## src/rtl/qfb_pkg.sv

```systemverilog
package qfb_pkg;

    localparam int NUM_Q   = 4;
    localparam int REG_W   = 32;

    localparam int Q_MRX   = 0;
    localparam int Q_MTX   = 1;
    localparam int Q_SRX   = 2;
    localparam int Q_STX   = 3;

    localparam int FLB_MTX = 9;
    localparam int FLB_STX = 8;
    localparam int STAT_TOP = 7;

    typedef enum logic [1:0] {
        QS_EMPTY = 2'b00,
        QS_FRESH = 2'b01,
        QS_ONE   = 2'b10,
        QS_FULL  = 2'b11
    } qstat_e;

endpackage

```

## src/rtl/qfb_queue.sv

```systemverilog
module qfb_queue
    import qfb_pkg::*;
#(
    parameter int DW = 8
) (
    input  logic          clk,
    input  logic          rst_n,
    input  logic          flush,
    input  logic          push,
    input  logic [DW-1:0] push_data,
    input  logic          pop,
    output logic [DW-1:0] pop_data,
    output qstat_e        status,
    output logic          ovf,
    output logic          unf
);

    localparam int DEPTH = 2;
    localparam int PW    = $clog2(DEPTH);
    localparam int CW    = $clog2(DEPTH + 1);
    localparam logic [CW-1:0] CNT_FULL = CW'(DEPTH);
    localparam logic [PW-1:0] PTR_LAST = PW'(DEPTH - 1);

    typedef struct packed {
        logic [DEPTH-1:0][DW-1:0] mem;
        logic [PW-1:0]            wr;
        logic [PW-1:0]            rd;
        logic [CW-1:0]            cnt;
        logic                     fresh;
        logic [DW-1:0]            dout;
        logic                     ovf;
        logic                     unf;
    } qstate_t;

    qstate_t st_d, st_q;
    logic    push_ok, pop_ok;

    always_comb begin
        st_d    = st_q;
        push_ok = push && (st_q.cnt != CNT_FULL);
        pop_ok  = pop  && (st_q.cnt != '0);
        if (flush) begin
            st_d.cnt   = '0;
            st_d.wr    = '0;
            st_d.rd    = '0;
            st_d.fresh = 1'b0;
        end else begin
            st_d.fresh = push_ok && (st_q.cnt == '0);
            if (push && !push_ok) st_d.ovf = 1'b1;
            if (pop && !pop_ok)   st_d.unf = 1'b1;
            if (pop_ok) begin
                st_d.dout = st_q.mem[st_q.rd];
                st_d.rd   = (st_q.rd == PTR_LAST) ? '0 : st_q.rd + 1'b1;
            end
            if (push_ok) begin
                st_d.mem[st_q.wr] = push_data;
                st_d.wr = (st_q.wr == PTR_LAST) ? '0 : st_q.wr + 1'b1;
            end
            case ({push_ok, pop_ok})
                2'b10:   st_d.cnt = st_q.cnt + 1'b1;
                2'b01:   st_d.cnt = st_q.cnt - 1'b1;
                default: st_d.cnt = st_q.cnt;
            endcase
        end
    end

    always_ff @(posedge clk or negedge rst_n) begin
        if (!rst_n) st_q <= '0;
        else        st_q <= st_d;
    end

    always_comb begin
        if (st_q.cnt == '0)          status = QS_EMPTY;
        else if (st_q.cnt == CNT_FULL) status = QS_FULL;
        else if (st_q.fresh)         status = QS_FRESH;
        else                         status = QS_ONE;
    end

    assign pop_data = st_q.dout;
    assign ovf      = st_q.ovf;
    assign unf      = st_q.unf;

    a_r2_depth_bound: assert property (@(posedge clk) disable iff (!rst_n)
        st_q.cnt <= CNT_FULL);

    a_r3_fresh_one_cycle: assert property (@(posedge clk) disable iff (!rst_n)
        (status == QS_FRESH) |=> (status != QS_FRESH));

    a_r5_no_overflow: assert property (@(posedge clk) disable iff (!rst_n)
        (status == QS_FULL && push && !pop && !flush) |=> (status == QS_FULL && ovf));

    a_r5_ovf_sticky: assert property (@(posedge clk) disable iff (!rst_n)
        ovf |=> ovf);

    a_r6_empty_pop_holds: assert property (@(posedge clk) disable iff (!rst_n)
        (status == QS_EMPTY && pop && !flush) |=> ($stable(pop_data) && unf));

    a_r6_unf_sticky: assert property (@(posedge clk) disable iff (!rst_n)
        unf |=> unf);

    a_r7_push_pop_one: assert property (@(posedge clk) disable iff (!rst_n)
        ((status == QS_ONE || status == QS_FRESH) && push && pop && !flush)
            |=> (status == QS_ONE));

    a_r11_flush_wins: assert property (@(posedge clk) disable iff (!rst_n)
        flush |=> (status == QS_EMPTY && $stable(pop_data)
                   && $stable(ovf) && $stable(unf)));

endmodule

```

## src/rtl/qfb_regs.sv

```systemverilog
module qfb_regs
    import qfb_pkg::*;
(
    input  logic               clk,
    input  logic               rst_n,
    input  logic               reg_we,
    input  logic [REG_W-1:0]   reg_wdata,
    input  logic [2*NUM_Q-1:0] status_flat,
    output logic [REG_W-1:0]   reg_rdata,
    output logic [NUM_Q-1:0]   flush_vec
);

    typedef struct packed {
        logic fl_mtx;
        logic fl_stx;
    } regs_t;

    regs_t rg_d, rg_q;

    always_comb begin
        rg_d = '0;
        if (reg_we) begin
            rg_d.fl_mtx = reg_wdata[FLB_MTX];
            rg_d.fl_stx = reg_wdata[FLB_STX];
        end
    end

    always_ff @(posedge clk or negedge rst_n) begin
        if (!rst_n) rg_q <= '0;
        else        rg_q <= rg_d;
    end

    always_comb begin
        flush_vec        = '0;
        flush_vec[Q_MTX] = rg_q.fl_mtx;
        flush_vec[Q_SRX] = rg_q.fl_mtx;
        flush_vec[Q_STX] = rg_q.fl_stx;
    end

    always_comb begin
        reg_rdata          = '0;
        reg_rdata[FLB_MTX] = rg_q.fl_mtx;
        reg_rdata[FLB_STX] = rg_q.fl_stx;
        for (int i = 0; i < NUM_Q; i++) begin
            reg_rdata[STAT_TOP - 2*i -: 2] = status_flat[2*i +: 2];
        end
    end

    a_r10_flush_self_clear: assert property (@(posedge clk) disable iff (!rst_n)
        !reg_we |=> (reg_rdata[FLB_MTX] == 1'b0 && reg_rdata[FLB_STX] == 1'b0));

    a_r8_pair_flush: assert property (@(posedge clk) disable iff (!rst_n)
        (reg_we && reg_wdata[FLB_MTX]) |=> (flush_vec[Q_MTX] && flush_vec[Q_SRX]));

    a_r9_single_flush: assert property (@(posedge clk) disable iff (!rst_n)
        (reg_we && reg_wdata[FLB_STX] && !reg_wdata[FLB_MTX])
            |=> (flush_vec[Q_STX] && !flush_vec[Q_MTX] && !flush_vec[Q_MRX]));

endmodule

```

## src/rtl/quad_fifo_bank.sv

```systemverilog
module quad_fifo_bank
    import qfb_pkg::*;
#(
    parameter int DW = 8
) (
    input  logic                clk,
    input  logic                rst_n,
    input  logic [NUM_Q-1:0]    push,
    input  logic [NUM_Q*DW-1:0] push_data,
    input  logic [NUM_Q-1:0]    pop,
    output logic [NUM_Q*DW-1:0] pop_data,
    output logic [NUM_Q-1:0]    ovf,
    output logic [NUM_Q-1:0]    unf,
    input  logic                reg_we,
    input  logic [REG_W-1:0]    reg_wdata,
    output logic [REG_W-1:0]    reg_rdata
);

    logic [NUM_Q-1:0]   flush_vec;
    logic [2*NUM_Q-1:0] status_flat;

    for (genvar g = 0; g < NUM_Q; g++) begin : g_queue
        qstat_e st;
        qfb_queue #(.DW(DW)) u_queue (
            .clk       (clk),
            .rst_n     (rst_n),
            .flush     (flush_vec[g]),
            .push      (push[g]),
            .push_data (push_data[g*DW +: DW]),
            .pop       (pop[g]),
            .pop_data  (pop_data[g*DW +: DW]),
            .status    (st),
            .ovf       (ovf[g]),
            .unf       (unf[g])
        );
        assign status_flat[2*g +: 2] = st;
    end

    qfb_regs u_regs (
        .clk         (clk),
        .rst_n       (rst_n),
        .reg_we      (reg_we),
        .reg_wdata   (reg_wdata),
        .status_flat (status_flat),
        .reg_rdata   (reg_rdata),
        .flush_vec   (flush_vec)
    );

    a_r2_reserved_zero: assert property (@(posedge clk) disable iff (!rst_n)
        reg_rdata[REG_W-1:10] == '0);

    a_r12_mrx_not_flushed: assert property (@(posedge clk) disable iff (!rst_n)
        (reg_rdata[7:6] == 2'b11 && !pop[Q_MRX]) |=> (reg_rdata[7:6] == 2'b11));

endmodule

```

## config.mk

```make
export PLATFORM = sky130hd
export DESIGN_NAME = quad_fifo_bank
export DESIGN_NICKNAME = d
export VERILOG_FILES = /design/src/rtl/qfb_pkg.sv /design/src/rtl/qfb_queue.sv /design/src/rtl/qfb_regs.sv /design/src/rtl/quad_fifo_bank.sv
export SDC_FILE = /design/constraint.sdc
export NUM_CORES = 1
export LEC_CHECK = 0
export ABC_AREA = 0
export BUFFER_PORTS_ARGS = -buffer_cell sky130_fd_sc_hd__buf_2
export CORE_AREA = 2 2 104 116
export CTS_CLUSTER_SIZE = 12
export DETAILED_ROUTE_END_ITERATION = 8
export DIE_AREA = 0 0 106 118
export MAX_ROUTING_LAYER = met4
export PLACE_DENSITY = 0.88
export SLEW_MARGIN = 20
export SYNTH_ARGS = -nofsm -noshare
export SYNTH_HDL_FRONTEND = slang
export SYNTH_SLANG_ARGS = --single-unit
```

## constraint.sdc

```tcl
create_clock -name clk -period 2.5 [get_ports clk]
set_input_delay 0.125 -clock clk [delete_from_list [all_inputs] [get_ports clk]]
set_output_delay 0.125 -clock clk [all_outputs]
set_load 0.01 [all_outputs]
```

* Yosys cells after proc, flatten, opt, wreduce, memory -nomap -nowiden
Index checks and enable logic that the tools add are counted.
Operators by class: $add $sub $neg 16, magnitude comparators 12, equal/unequal tests 16, multiplexer cells 54, bitwise logic cells 2, reductions and logical operators 62
Operators with widths (number):
- 8-bit two-way mux | 12
- 16-bit bitwise mux | 4
- 8-bit demux with 1-bit select | 4
- 2-bit two-way mux | 13
- 1-bit logical AND | 24
- 2-bit AND reduction | 12
- 2-bit nonzero test | 11
- 2-bit equality test (second input constant) | 8
- 1-bit by 2-bit less-than comparator with 1-bit output (second input constant) | 8
- 2-bit case mux with 2 select lines | 4
- 5-bit two-way mux | 3
- 1-bit two-way mux | 14
- 3-bit nonzero test | 3
- 1-bit adder (second input constant) | 8
- 2-bit by 1-bit adder with 2-bit output (second input constant) | 4
- 2-bit by 1-bit equality test with 1-bit output (second input constant) | 4
- 1-bit zero test | 8
- 2-bit zero test | 4
- 2-bit != test (second input constant) | 4
- 2-bit by 1-bit subtractor with 2-bit output (second input constant) | 4
- 1-bit greater-or-equal comparator (second input constant) | 4
- 1-bit inverter | 2
Storage, ports and cells: flip-flop bits (word level) 126, bits of input ports 75, output and inout bits 72, word-level logic and storage cells 200

* Depth between registers and ports, before layout
depth in word-level cells 5, gate-level depth with buffers 8

* Hierarchy
From an unflattened synthesis, not the netlist that was laid out.
Second synthesis, totals: cell total of the unflattened synthesis 459, area, all modules 6102.1 µm²
Modules (own cells, without submodules):
- qfb_queue | instances 4, cells each 105, area each 1445.1 µm², seq. area each 775.7 µm²
- qfb_regs | instances 1, cells each 39, area each 321.6 µm², seq. area each 50.0 µm²

* Worst setup path after synthesis
Ideal clock, no wire load.
kind register to register, start point register g_queue[0].u_queue.st_q[11] in the netlist's numbering, end point register g_queue[0].u_queue.st_q[12] in the netlist's numbering, library setup time 79 ps, arrival 1668 ps, setup slack 752 ps, cell stages (with the launch flop) 8, clock period less this slack 1748 ps, cells stage by stage dfrtp_1 -> buf_2 -> o21ai_1 -> buf_2 -> inv_1 -> ha_1 -> nor2_1 -> xor2_1
Between the ends: word-level cells in the longest chain between the ends 4
RTL lines:
- from (decl) | line qfb_queue.sv:35 | qstate_t st_d, st_q;
- from (signal assigned) | line qfb_queue.sv:69 | else st_q <= st_d;
- 2-bit nonzero test * | line qfb_queue.sv:41 | pop_ok = pop && (st_q.cnt != '0);
- 1-bit logical AND * | line qfb_queue.sv:41
- net g_queue[0].u_queue.pop_ok | line qfb_queue.sv:36 | logic push_ok, pop_ok;
- 2-bit by 1-bit equality test with 1-bit output or 2-bit equality test (tied branches) | line qfb_queue.sv:59 | case ({push_ok, pop_ok})
- 2-bit case mux with 2 select lines or 2-bit nonzero test (tied branches)
The timed path passes the listed nets; every way through them passes the cells marked *. A chain may end at the register's enable or synchronous reset.

* Worst setup path after layout
start point register g_queue[2].u_queue.st_q[11] in the netlist's numbering, end point register g_queue[2].u_queue.st_q[12] in the netlist's numbering
Between the ends: word-level cells in the longest chain between the ends 5
RTL lines:
- from (decl) | line qfb_queue.sv:35
- from (signal assigned) | line qfb_queue.sv:69
- 2-bit != test or 2-bit nonzero test (tied branches) | line qfb_queue.sv:40, qfb_queue.sv:41
- 1-bit logical AND, on equally long branches | line qfb_queue.sv:40, qfb_queue.sv:41
- 2-bit by 1-bit equality test with 1-bit output or 2-bit equality test (tied branches) | line qfb_queue.sv:59
- 2-bit case mux with 2 select lines | line qfb_queue.sv:59
- 5-bit two-way mux | line qfb_queue.sv:42 | if (flush) begin
Parallel ways exist; a longest one is shown, timed or not.

==> flow_summary.toml <==
[yosys]
mux_share_of_post_synthesis_cell_area_pct = 22.8
simple_gate_area_share_of_the_yosys_netlist_pct = 7.40
post_synth.cell_area_avg_um2 = 13.1
post-synth-top-area-fraction_pct = 53.6
post-synth-top-count-cell = "sky130_fd_sc_hd__dfrtp_1"
yosys-top-cells-count = "126 x sky130_fd_sc_hd__dfrtp_1, 112 x sky130_fd_sc_hd__mux2_2, 67 x sky130_fd_sc_hd__buf_4"
asyncSetResetFlopFracSynth_pct = 100
synth_edf_count = 0
synth_top_cells_by_area = "sky130_fd_sc_hd__dfrtp_1 54%, sky130_fd_sc_hd__mux2_2 21%, sky130_fd_sc_hd__buf_4 8.6%"
yosys.area_share.xor_xnor_pct = 2.08
synth_largest_area_cell = "sky130_fd_sc_hd__dfrtp_1"
synth_compound_area_share_pct = 3.47
synth_adder_area_share_pct = 0.851
synth.distinct_cells = 30
synth.cell_area_mm2 = 0.00588
synth-seq-cells = 126
synth_top_family_by_area = "multiplexers"
synth_top_flop_cell = "sky130_fd_sc_hd__dfrtp_1"
yosys_warnings = 0
netlist_instances = 450
synth-seq-area-share_pct = 53.6

[global_route]
track_usage_pct = 19.4
grt_antenna_before_repair = 0
remaining_global_route_overflow = 0
grt_start_max_net_pins = 66
grt_pass1_vias = 3869
grt_pass1_wl_um = 18400

[die]
boundaryPins = 147
core-area_mm2 = 0.0113
die-area_mm2 = 0.0125
initial_core_util_pct = 51.9
die_w_um = 106
rows = 41
die-height_um = 118

[drt]
firstDrtPassIters = 4
detailedRoute.firstIterationViolations = 90
ant_nets = 0
drc_violations = 0
wl_per_cell_um = 15.2
detail_route.vias_per_cell = 4.94
wirelength_um = 10900
detailroute.via_count = 3545

[power_and_ir_drop]
power_frac_seq_pct = 41.0
power.internal_mw = 6.19
powerDensity_mw_per_mm2 = 1260
static-leakage-power_nw = 3.26
ir_worst_vdd_v = 0.000654
share_clk_of_total_power_pct = 27.3
power.switching_fraction_pct = 31.3
switchingPower_mw = 2.82
comb_power_share_pct = 31.7

[setup_path]
worst_ep_required_time_ns = 2.83
critical-path-top-delay-family = "compound AO/OA/AOI/OAI gates"
rr_worst_depth = 5
crit_arrival_ns = 2.15
critical_path.endpoint_type = "register"
cp_max_fo = 9
critical_path.n_buffers_inverters = 1
cp_launch_type = "register"
cp_num_cells = 5
crit_path_cell_trace = "o21ai_0 > inv_1 > ha_1 > or3_1 > a21oi_1"
rr_endpoint = "g_queue[2].u_queue.st_q[12]$_DFFE_PN0P_"
worst_setup_path_class = "register to register"
setup.reg_to_reg.worst_slack_ns = 0.68
worst_path_largest_cell_delay_ns = 0.47
worst_r2r_startpoint = "g_queue[2].u_queue.st_q[11]$_DFFE_PN0P_"
worst_setup_path_startpoint = "g_queue[2].u_queue.st_q[11]$_DFFE_PN0P_"
worst_setup_path_endpoint = "g_queue[2].u_queue.st_q[12]$_DFFE_PN0P_"
critPathSlowestCell = "sky130_fd_sc_hd__dfrtp_1"

[timing]
maxSlewHeadroom_pct = 65.3
finalWorstPathRequiredPeriod_ns = 1.82
timing.final.setup_violations = 0
min_period_over_period_pct = 72.8
max_clock_freq_mhz = 550
timing.hold.ws_ns = 0.0514
worst_slew_pin_slew_ns = 0.520
final_hold_viol_count = 0
report.final.slew_viol_count = 0
final.setup.tns_ns = 0
rsz0062_at_grt = "false"
worst_clock_skew_ns = 0.00998

[clock_network]
worstSkewPairLatency_ns = 0.41
post_cts_setup_driven_buffer_insertion_count = 0
cts-root-buf = "sky130_fd_sc_hd__clkbuf_16"
ctsLongestPathBuffers = 2
cts.htree.levels = 4
clkSlewWorstSetupHoldPaths_ns = 0.06
clkSinkCount = 126
tritoncts = "built"
cts-resized-gates = 0
tritoncts.num_buffers = 17

[final_layout]
area.growth.synth_to_final_pct = 21.5
ff_latch_area_mm2 = 0.00315
drive_above_1_share_pct = 45.1
final_layout_fill_cell_count = 825
n_antenna_cell = 0
multi_input_comb_area_mm2 = 0.00224
finish.net_count = 634

[flow_run]
maxCapViolations = 0

[hold_path]
min_path_type = "input pin to register"
timing.hold.worst_path_depth = 3

[status]
outcome = "finished clean"

[place]
place.detailed.hpwl_um = 7340
port_buffers = 94
gpl.final_weighted_congestion = 0.803
how the worst min path moves through the flow:
stage,endpoint,start
floorplan,g_queue[0].u_queue.ovf$_DFFE_PN0P_,rst_n
detailed placement,g_queue[3].u_queue.pop_data[2]$_DFFE_PN0P_,rst_n
CTS,g_queue[3].u_queue.st_q[10]$_DFF_PN0_,push[3]
global placement,g_queue[3].u_queue.pop_data[2]$_DFFE_PN0P_,rst_n
global route,g_queue[3].u_queue.st_q[10]$_DFF_PN0_,push[3]
finish,g_queue[3].u_queue.st_q[10]$_DFF_PN0_,push[3]
final cells by class:
cell class                      instances  area share, %
Sequential cell                       126           44.1
Multi-Input combinational cell        261           31.3
Timing Repair Buffer                  140           13.1
Clock buffer                           20           6.53
Tap cell                              150           2.63
Clock inverter                         11           1.86
Inverter                                9          0.473
cell families (layout without fill, tap and decap cells):
family | Yosys count | in the layout
AO/OA/AOI/OAI | 36 | 36
XOR/XNOR | 14 | 14
adder cells (fa/ha/maj) | 4 | 4
buffers and inverters | 84 | 180
flip-flops | 126 | 126
multiplexers | 120 | 120
other | 1 | 22
AND/OR/NAND/NOR | 65 | 65
cell usage in the layout (no fill, tap or decap):
master / instances
sky130_fd_sc_hd__clkbuf_8: 3
sky130_fd_sc_hd__and2_1: 3
sky130_fd_sc_hd__or3_1: 6
sky130_fd_sc_hd__nand3_2: 1
sky130_fd_sc_hd__nand2b_1: 6
sky130_fd_sc_hd__a31o_2: 3
sky130_fd_sc_hd__inv_6: 3
sky130_fd_sc_hd__clkinv_4: 1
sky130_fd_sc_hd__conb_1: 22
sky130_fd_sc_hd__buf_4: 4
sky130_fd_sc_hd__nand2_1: 20
sky130_fd_sc_hd__nor3_1: 3
sky130_fd_sc_hd__a21o_1: 2
sky130_fd_sc_hd__nor3_4: 3
sky130_fd_sc_hd__o21ai_0: 17
sky130_fd_sc_hd__a21oi_1: 10
sky130_fd_sc_hd__buf_2: 93
sky130_fd_sc_hd__nand2b_4: 1
sky130_fd_sc_hd__o21ai_1: 1
sky130_fd_sc_hd__ha_1: 4
sky130_fd_sc_hd__buf_12: 1
sky130_fd_sc_hd__bufinv_16: 2
sky130_fd_sc_hd__xor2_1: 7
sky130_fd_sc_hd__clkinvlp_4: 5
sky130_fd_sc_hd__nor2b_1: 4
sky130_fd_sc_hd__dfrtp_1: 126
sky130_fd_sc_hd__mux2i_1: 8
sky130_fd_sc_hd__xnor2_1: 7
sky130_fd_sc_hd__inv_1: 9
sky130_fd_sc_hd__o21bai_1: 3
sky130_fd_sc_hd__nor2_1: 11
sky130_fd_sc_hd__nor3b_4: 4
sky130_fd_sc_hd__mux2_2: 112
sky130_fd_sc_hd__dlygate4sd3_1: 42
sky130_fd_sc_hd__nand4_2: 3
sky130_fd_sc_hd__clkbuf_16: 17
per-stage QoR:
step | util [%] | instance area, um2 | cells | setup WS [ns] | power, mW
finish | 63.0 | 7150 | 717 | 0.681 | 9.01
global route | 63.0 | 7150 | 717 | 0.530 | 9.58
CTS | 63.0 | 7150 | 717 | 0.659 | 9.10
detailed placement | 54.0 | 6130 | 644 | 0.683 | 6.54
global placement | 54.0 | 6130 | 644 | 0.703 | 6.31
floorplan | - | 5960 | 471 | 0.752 | 6.05
timing repair:
action                                  in CTS  in global routing
hold buffers                                42                  0
endpoints found under the hold margin      137                  0
endpoints found under the setup margin       0                  0
worst register-to-register path, stage by stage, from the launching register on:
cell and delay [ns]:
sky130_fd_sc_hd__dfrtp_1 0.47, sky130_fd_sc_hd__o21ai_0 0.33, sky130_fd_sc_hd__inv_1 0.09, sky130_fd_sc_hd__ha_1 0.34, sky130_fd_sc_hd__or3_1 0.35, sky130_fd_sc_hd__a21oi_1 0.16
power by group through the flow:
stage | Combinational [mW] | Clock (mW) | Sequential (mW)
floorplan | 2.68 | 0 | 3.37
global placement | 2.69 | 0 | 3.62
detailed placement | 2.82 | 0 | 3.71
CTS | 2.90 | 2.50 | 3.69
global route | 3.15 | 2.60 | 3.83
finish | 2.86 | 2.46 | 3.69
per-layer routing:
metal	track usage, %	vias to the layer above	share of wire (%)
li1	-	1673	-
met1	21.4	1761	42
met2	33.1	91	52
met3	5.59	20	3.9
met4	7.73	0	1.8
met5	-	-	0
flip-flops by register name, summed over array words and instances (netlist names):
| register | count |
|---|---|
| g_queue.u_queue.st_q | 84 |
| g_queue.u_queue.pop_data | 32 |
| u_regs.flush_vec | 2 |
| g_queue.u_queue.ovf | 4 |
| g_queue.u_queue.unf | 4 |
Note: power is estimated with default switching activity, not from simulation.
